--- src/rtl/pgw_pkg.sv ---
package pgw_pkg;
  typedef enum logic [0:0] {
    CYC_IDLE = 1'b0,
    CYC_RUN  = 1'b1
  } cyc_state_e;
endpackage

--- src/rtl/pgw_slot_ptr.sv ---
module pgw_slot_ptr #(
  parameter int PAGE_W = 9,
  parameter int WORD_W = 6
) (
  input  logic              clk,
  input  logic              rst_n,
  input  logic              load_en,
  input  logic [PAGE_W-1:0] load_page,
  input  logic [WORD_W-1:0] load_word,
  input  logic              step_en,
  output logic [PAGE_W-1:0] page_q,
  output logic [WORD_W-1:0] word_q
);
  logic [PAGE_W-1:0] page_d;
  logic [WORD_W-1:0] word_d;

  // slot pointer wraps in WORD_W bits; page held until next load
  always_comb begin
    page_d = page_q;
    word_d = word_q;
    if (load_en) begin
      page_d = load_page;
      word_d = load_word;
    end else if (step_en) begin
      word_d = word_q + 1'b1;
    end
  end

  always_ff @(posedge clk or negedge rst_n) begin
    if (!rst_n) begin
      page_q <= '0;
      word_q <= '0;
    end else begin
      page_q <= page_d;
      word_q <= word_d;
    end
  end
endmodule

--- src/rtl/pgw_slot_store.sv ---
module pgw_slot_store #(
  parameter int WORD_W = 6,
  parameter int DATA_W = 8
) (
  input  logic              clk,
  input  logic              rst_n,
  input  logic              clr,
  input  logic              wr_en,
  input  logic [WORD_W-1:0] wr_idx,
  input  logic [DATA_W-1:0] wr_data,
  input  logic [WORD_W-1:0] rd_idx,
  output logic [DATA_W-1:0] rd_data,
  output logic              rd_valid,
  output logic              any_valid
);
  localparam int SLOTS = 1 << WORD_W;

  logic [DATA_W-1:0] slot_q [SLOTS];
  logic [SLOTS-1:0]  valid_q;
  logic [SLOTS-1:0]  valid_d;

  always_comb begin
    valid_d = valid_q;
    if (clr)        valid_d = '0;
    else if (wr_en) valid_d[wr_idx] = 1'b1;
  end

  always_ff @(posedge clk or negedge rst_n) begin
    if (!rst_n) valid_q <= '0;
    else        valid_q <= valid_d;
  end

  // data slots carry no reset: they are read only under their valid flag
  for (genvar g = 0; g < SLOTS; g++) begin : g_slot
    logic hit;
    assign hit = wr_en && (wr_idx == WORD_W'(g));
    always_ff @(posedge clk) begin
      if (hit) slot_q[g] <= wr_data;
    end
  end

  assign rd_data   = slot_q[rd_idx];
  assign rd_valid  = valid_q[rd_idx];
  assign any_valid = |valid_q;
endmodule

--- src/rtl/pgw_cycle_timer.sv ---
module pgw_cycle_timer
  import pgw_pkg::*;
#(
  parameter int CYCLE_CLKS = 250000,
  parameter int CNT_W      = $clog2(CYCLE_CLKS) + 1
) (
  input  logic             clk,
  input  logic             rst_n,
  input  logic             start,
  output logic             busy,
  output logic             done,
  output logic [CNT_W-1:0] count
);
  localparam logic [CNT_W-1:0] LAST = CNT_W'(CYCLE_CLKS - 1);

  cyc_state_e       st_q, st_d;
  logic [CNT_W-1:0] cnt_d;

  assign busy = (st_q == CYC_RUN);
  assign done = busy && (count == LAST);

  always_comb begin
    st_d  = st_q;
    cnt_d = count;
    if (st_q == CYC_IDLE) begin
      if (start) begin
        st_d  = CYC_RUN;
        cnt_d = '0;
      end
    end else if (done) begin
      st_d  = CYC_IDLE;
      cnt_d = '0;
    end else begin
      cnt_d = count + 1'b1;
    end
  end

  always_ff @(posedge clk or negedge rst_n) begin
    if (!rst_n) begin
      st_q  <= CYC_IDLE;
      count <= '0;
    end else begin
      st_q  <= st_d;
      count <= cnt_d;
    end
  end
endmodule

--- src/rtl/pgw_page_commit.sv ---
module pgw_page_commit #(
  parameter int PAGE_W     = 9,
  parameter int WORD_W     = 6,
  parameter int DATA_W     = 8,
  parameter int CYCLE_CLKS = 250000
) (
  input  logic                     clk,
  input  logic                     rst_n,
  input  logic                     addr_load,
  input  logic [PAGE_W+WORD_W-1:0] addr_in,
  input  logic                     byte_strobe,
  input  logic [DATA_W-1:0]        byte_in,
  input  logic                     stop_strobe,
  input  logic                     wp_in,
  output logic                     busy_out,
  output logic                     mem_we,
  output logic [PAGE_W+WORD_W-1:0] mem_addr,
  output logic [DATA_W-1:0]        mem_wdata
);
  localparam int CNT_W = $clog2(CYCLE_CLKS) + 1;
  localparam logic [CNT_W-1:0] SCAN_END = CNT_W'(1 << WORD_W);

  logic              accept, load_en, byte_en, stop_en, commit_go, buf_clr;
  logic [PAGE_W-1:0] page_q;
  logic [WORD_W-1:0] word_q;
  logic [DATA_W-1:0] rd_data;
  logic              rd_valid, any_valid, cyc_busy, cyc_done, scan_on;
  logic [CNT_W-1:0]  cyc_cnt;

  // every strobe is dropped while the write cycle runs
  assign accept    = !cyc_busy;
  assign load_en   = accept && addr_load;
  assign byte_en   = accept && byte_strobe && !addr_load;
  assign stop_en   = accept && stop_strobe;
  assign commit_go = stop_en && any_valid && !wp_in;
  assign buf_clr   = load_en || (stop_en && !commit_go) || cyc_done;

  pgw_slot_ptr #(.PAGE_W(PAGE_W), .WORD_W(WORD_W)) u_ptr (
    .clk       (clk),
    .rst_n     (rst_n),
    .load_en   (load_en),
    .load_page (addr_in[PAGE_W+WORD_W-1:WORD_W]),
    .load_word (addr_in[WORD_W-1:0]),
    .step_en   (byte_en),
    .page_q    (page_q),
    .word_q    (word_q)
  );

  pgw_slot_store #(.WORD_W(WORD_W), .DATA_W(DATA_W)) u_store (
    .clk       (clk),
    .rst_n     (rst_n),
    .clr       (buf_clr),
    .wr_en     (byte_en),
    .wr_idx    (word_q),
    .wr_data   (byte_in),
    .rd_idx    (cyc_cnt[WORD_W-1:0]),
    .rd_data   (rd_data),
    .rd_valid  (rd_valid),
    .any_valid (any_valid)
  );

  pgw_cycle_timer #(.CYCLE_CLKS(CYCLE_CLKS), .CNT_W(CNT_W)) u_timer (
    .clk   (clk),
    .rst_n (rst_n),
    .start (commit_go),
    .busy  (cyc_busy),
    .done  (cyc_done),
    .count (cyc_cnt)
  );

  // the cycle counter doubles as scan index during the first 2**WORD_W cycles
  assign scan_on   = cyc_busy && (cyc_cnt < SCAN_END);
  assign mem_we    = scan_on && rd_valid;
  assign mem_addr  = {page_q, cyc_cnt[WORD_W-1:0]};
  assign mem_wdata = rd_data;
  assign busy_out  = cyc_busy;
endmodule

--- config.mk ---
export PLATFORM = sky130hd
export DESIGN_NAME = pgw_page_commit
export DESIGN_NICKNAME = d
export VERILOG_FILES = /design/src/rtl/pgw_pkg.sv /design/src/rtl/pgw_slot_ptr.sv /design/src/rtl/pgw_slot_store.sv /design/src/rtl/pgw_cycle_timer.sv /design/src/rtl/pgw_page_commit.sv
export SDC_FILE = /design/constraint.sdc
export NUM_CORES = 1
export LEC_CHECK = 0
export BUFFER_PORTS_ARGS = -buffer_cell sky130_fd_sc_hd__buf_2
export CORE_ASPECT_RATIO = 0.75
export CORE_MARGIN = 2
export CORE_UTILIZATION = 50
export CTS_CLUSTER_SIZE = 12
export DETAILED_ROUTE_END_ITERATION = 6
export GPL_TIMING_DRIVEN = 1
export PLACE_DENSITY_LB_ADDON = 0.3
export SLEW_MARGIN = 40
export SYNTH_ARGS = -nofsm -noshare
export SYNTH_HDL_FRONTEND = slang
export SYNTH_SLANG_ARGS = --single-unit
--- constraint.sdc ---
create_clock -name clk -period 3.7 [get_ports clk]
set_input_delay 0.555 -clock clk [delete_from_list [all_inputs] [get_ports clk]]
set_output_delay 0.555 -clock clk [all_outputs]
set_load 0.02 [all_outputs]
==> summary by stage <==
Clocking
The cell at the root of the clock tree is sky130_fd_sc_hd__clkbuf_16. The clock passes through at most 3 buffers. The maximum level of the CTS H-tree is 2. The number of buffers added by the clock tree synthesis step is 59. The clock transition at the registers of the reported paths is about 0.06 ns.

The later pin in the worst-skew pair is clocked with a latency of roughly 0.62 ns. TritonCTS built the clock tree. The clock drives roughly 610 sinks.

Synthesis
The synthesized netlist contains 50 unique library cells. The Yosys warning count is 0. In the synthesized netlist, the number of instances is 1343. Of the post-synthesis cell area, the dominant cell type holds 0.6238. Counting every net in the synthesized netlist gives 1377. The top cell type by total area after synthesis is sky130_fd_sc_hd__edfxtp_1. In the synthesized netlist the dominant register cell turns out to be sky130_fd_sc_hd__edfxtp_1. Yosys attributes the largest share of cell area to sky130_fd_sc_hd__edfxtp_1 62%, sky130_fd_sc_hd__mux4_2 16%, sky130_fd_sc_hd__dfrtp_1 10%.

The number of enable flip-flop cells after synthesis is ~500. Counting flops with an async set or reset pin after synthesis yields a share of 0.1620. Synthesis inferred approximately 610 register bits. The average instance in the mapped netlist occupies 18.35 µm². The area of the mapped netlist is roughly 25000 µm².

The share of the Yosys chip area taken by registers is 0.7243.

Power
The part of the total power dissipated in the clock network is 0.415. The internal portion of the total power is around 0.011 W. Of the total power, the share spent switching nets is 0.1969. The fraction of power consumed by sequential logic is 0.570.

The leakage power of the design is around 9.8 nW. The combinational power share is 0.015. The largest voltage drop on the vdd net is between 200 and 300 µV.

The switching power is ~0.0026 W. Summing internal, switching and leakage power gives approximately 0.013 W. Dividing total power by cell area gives a power density of ~460 nW/µm².

Worst setup path
The worst register-to-register path has a setup slack of between 0.7 and 0.8 ns. The destination of the critical timing path is mem_wdata[1]. The worst setup path is launched from a flop. The cell count of the worst reg-to-reg path is 7. The critical path start-end classification is reg2out. STA puts the critical path data required time at between 3 and 4 ns.

Of all nets on the critical path, the largest fanout is 8. The worst path arrival time is approximately 3.2 ns. The startpoint of the worst setup timing path is u_timer.count[0].

The start of the worst register-to-register path is u_timer.count[1]. In this run the critical register-to-register path is captured at u_store.valid_q[24]. The endpoint type of the worst setup path is an output pin.

STA
The worst pin sits at a relative slew slack of 0.3859. The count of endpoints failing hold in the final timing report came to 0. The smallest clock period supported by the final layout is computed as between 3 and 4 ns. The highest clock frequency the design can meet is approximately 260 MHz. The number of pins with negative max-slew slack in the final report came to 0. Summed over all failing endpoints, the final setup total negative slack is -0.1614 ns. Setup repair after global routing could not meet its margin everywhere. The final setup violation count is 5. The final hold slack is approximately 0.13 ns. The fraction of the cycle the final worst path needs is 1.020. At the pin with the least slew margin, the transition time is a little over 0.9 ns.

Clock skew on the completed layout was measured at ~0.015 ns. Setup slack on the critical path of the routed design comes to -0.07406 ns.

Route
The first-pass detailed-route iteration total is 5. In this run, the number of DRC markers left after iteration 0 of detailed routing was around 1600. The wire length reported by the detailed router is 57790 µm. Dividing the detail-routed via count by the number of cells gives about 6.2. The number of nets still failing antenna checks after routing is 0.

In the final routed layout, each cell accounts on average for about 27 µm. After detailed routing, the number of remaining DRC violations is 0. The number of vias in the routed layout is approximately 13000.

Status
The run finished, with violations left. The checks that failed: negative setup slack.

Placement
Input and output buffers added on the ports amount to 53. OpenSTA, run right after detailed placement, puts the worst setup slack at 0.4557 ns. The placer's final routability congestion estimate is roughly 0.87. The post-DP HPWL is 35940 µm.

GRT
The number of antenna violations at the first check in global routing came to 0. The via count of the first global-routing pass is ~13000. After global routing the overflow that remains totals 0.

The pin count of the biggest net entering global routing is just under 80. The overall global routing resource usage is 0.2311. The global-route wire length before repair is about 86000 µm.

Cells and area
In the layout the commonest cells are 512 x sky130_fd_sc_hd__edfxtp_1, 178 x sky130_fd_sc_hd__mux4_2, 160 x sky130_fd_sc_hd__nor2_1. The layout overhead on the synthesized area is 15.08%. Leaving out fill and tap cells, the most frequent cell in the layout is sky130_fd_sc_hd__edfxtp_1. The final-layout fill cell count is roughly 3700.

The proportion of layout cells with a drive suffix above 1 is 0.2894. The number of antenna repair diodes is 0. The final layout contains roughly 1500 nets.

Worst hold path
The path category of the worst min-delay check is in2reg.

Die
The number of placement rows is 70. The area of the core is about 49000 µm². 54 I/O pins were placed.

The die extent in y is between 150 and 200 µm. The starting utilization of the core area is 0.5061. The width of the chip is roughly 260 µm. The floorplan step defined a die boundary enclosing ~50000 µm².

Run
Max-cap violations in this run came to 0.
[synth_stat cells, drive strengths merged (5+ instances only)]
cell	instances
edfxtp	512
buf	44
nor4	20
a31oi	7
o31ai	5
nand2	67
dfrtp	99
nor2	165
and3	5
clkbuf	38
a21oi	67
o21ai	26
inv	12
mux4	178
ha	5
nand3b	5
nor3	10
a22oi	13
nand3	14
nand4	11
[routing by layer]
metal	GRT usage	vias up	routed length, µm
met5	0	-	0
met4	0.07302	0	1633
met3	0.04690	114	5339
met2	0.3359	709	26150
met1	0.3549	6988	24670
li1	-	5661	-
[power by group through the flow]
stage | registers (W) | clock network [W] | logic, W
after floorplan | 0.00763 | 0 | 0.0000412
after global placement | 0.00763 | 0 | 0.000190
after detailed placement | 0.00763 | 0 | 0.000202
after CTS | 0.00749 | 0.00555 | 0.000202
after global routing | 0.00748 | 0.00583 | 0.000224
final | 0.00749 | 0.00545 | 0.000202
[state kept, by name, summed over array words and instances, names as in the netlist]
name,cells
u_store.valid_q,64
u_timer.count,19
u_store.slot_q,512
u_timer.busy,1
u_ptr.word_q,6
u_ptr.page_q,9
[worst max-delay path: stages (launching register included)]
cell and delay [ns]:
sky130_fd_sc_hd__dfrtp_4 0.52, sky130_fd_sc_hd__buf_12 0.15, sky130_fd_sc_hd__buf_16 0.14, sky130_fd_sc_hd__buf_12 0.14
sky130_fd_sc_hd__buf_6 0.11, sky130_fd_sc_hd__mux4_2 0.46, sky130_fd_sc_hd__mux4_2 0.56, sky130_fd_sc_hd__a22oi_2 0.24
sky130_fd_sc_hd__nand2_1 0.11, sky130_fd_sc_hd__buf_6 0.15
[area by class of cell]
cell class                 instances  area [µm²]  area share
sequential                       611       17860      0.6298
multi-input combinational        638        6427      0.2266
clock buffer                      85        1605     0.05660
timing repair buffer             168        1530     0.05395
tap                              648       810.8     0.02859
clock inverter                    10       81.33    0.002867
inverter                          12       45.04    0.001588
[metrics by stage]
stage / instances / instance area (µm²) / utilization
finish: 2172 / 28360 / 0.5824
global placement: 2054 / 26110 / 0.5362
floorplan: 1343 / 24650 / -
CTS: 2168 / 28210 / 0.5793
detailed placement: 2054 / 26140 / 0.5367
global route: 2172 / 28360 / 0.5824
[worst min-delay path by stage]
stage                     from               to  slack, ns  depth (start not counted)
6_report            addr_in[7]  u_ptr.page_q[1]       0.13                          3
5_1_grt             addr_in[7]  u_ptr.page_q[1]       0.13                          3
4_1_cts             addr_in[7]  u_ptr.page_q[1]        0.1                          3
3_5_place_dp   u_ptr.page_q[2]  u_ptr.page_q[2]       0.46                          2
3_3_place_gp   u_ptr.page_q[2]  u_ptr.page_q[2]       0.45                          2
2_1_floorplan            rst_n  u_ptr.page_q[0]       0.26                          0
[repair_timing]
action	in CTS	in global routing
gates resized for setup	32	20
gates cloned	2	2
endpoints found under the hold margin	75	0
setup buffers	16	4
setup endpoints to repair	9	9
pin swaps	6	10
hold buffers	1	0
[cells by family after synthesis]
kind of cell / count (synthesis) / synth area share
flops: 611 / 0.7243
simple gates: 313 / 0.05518
mux: 182 / 0.1643
compound gates: 136 / 0.03341
buf+inv: 94 / 0.01955
fa+ha+maj: 5 / 0.002538
xor+xnor: 2 / 0.0007109
Note: power is estimated with default switching activity, not from simulation.
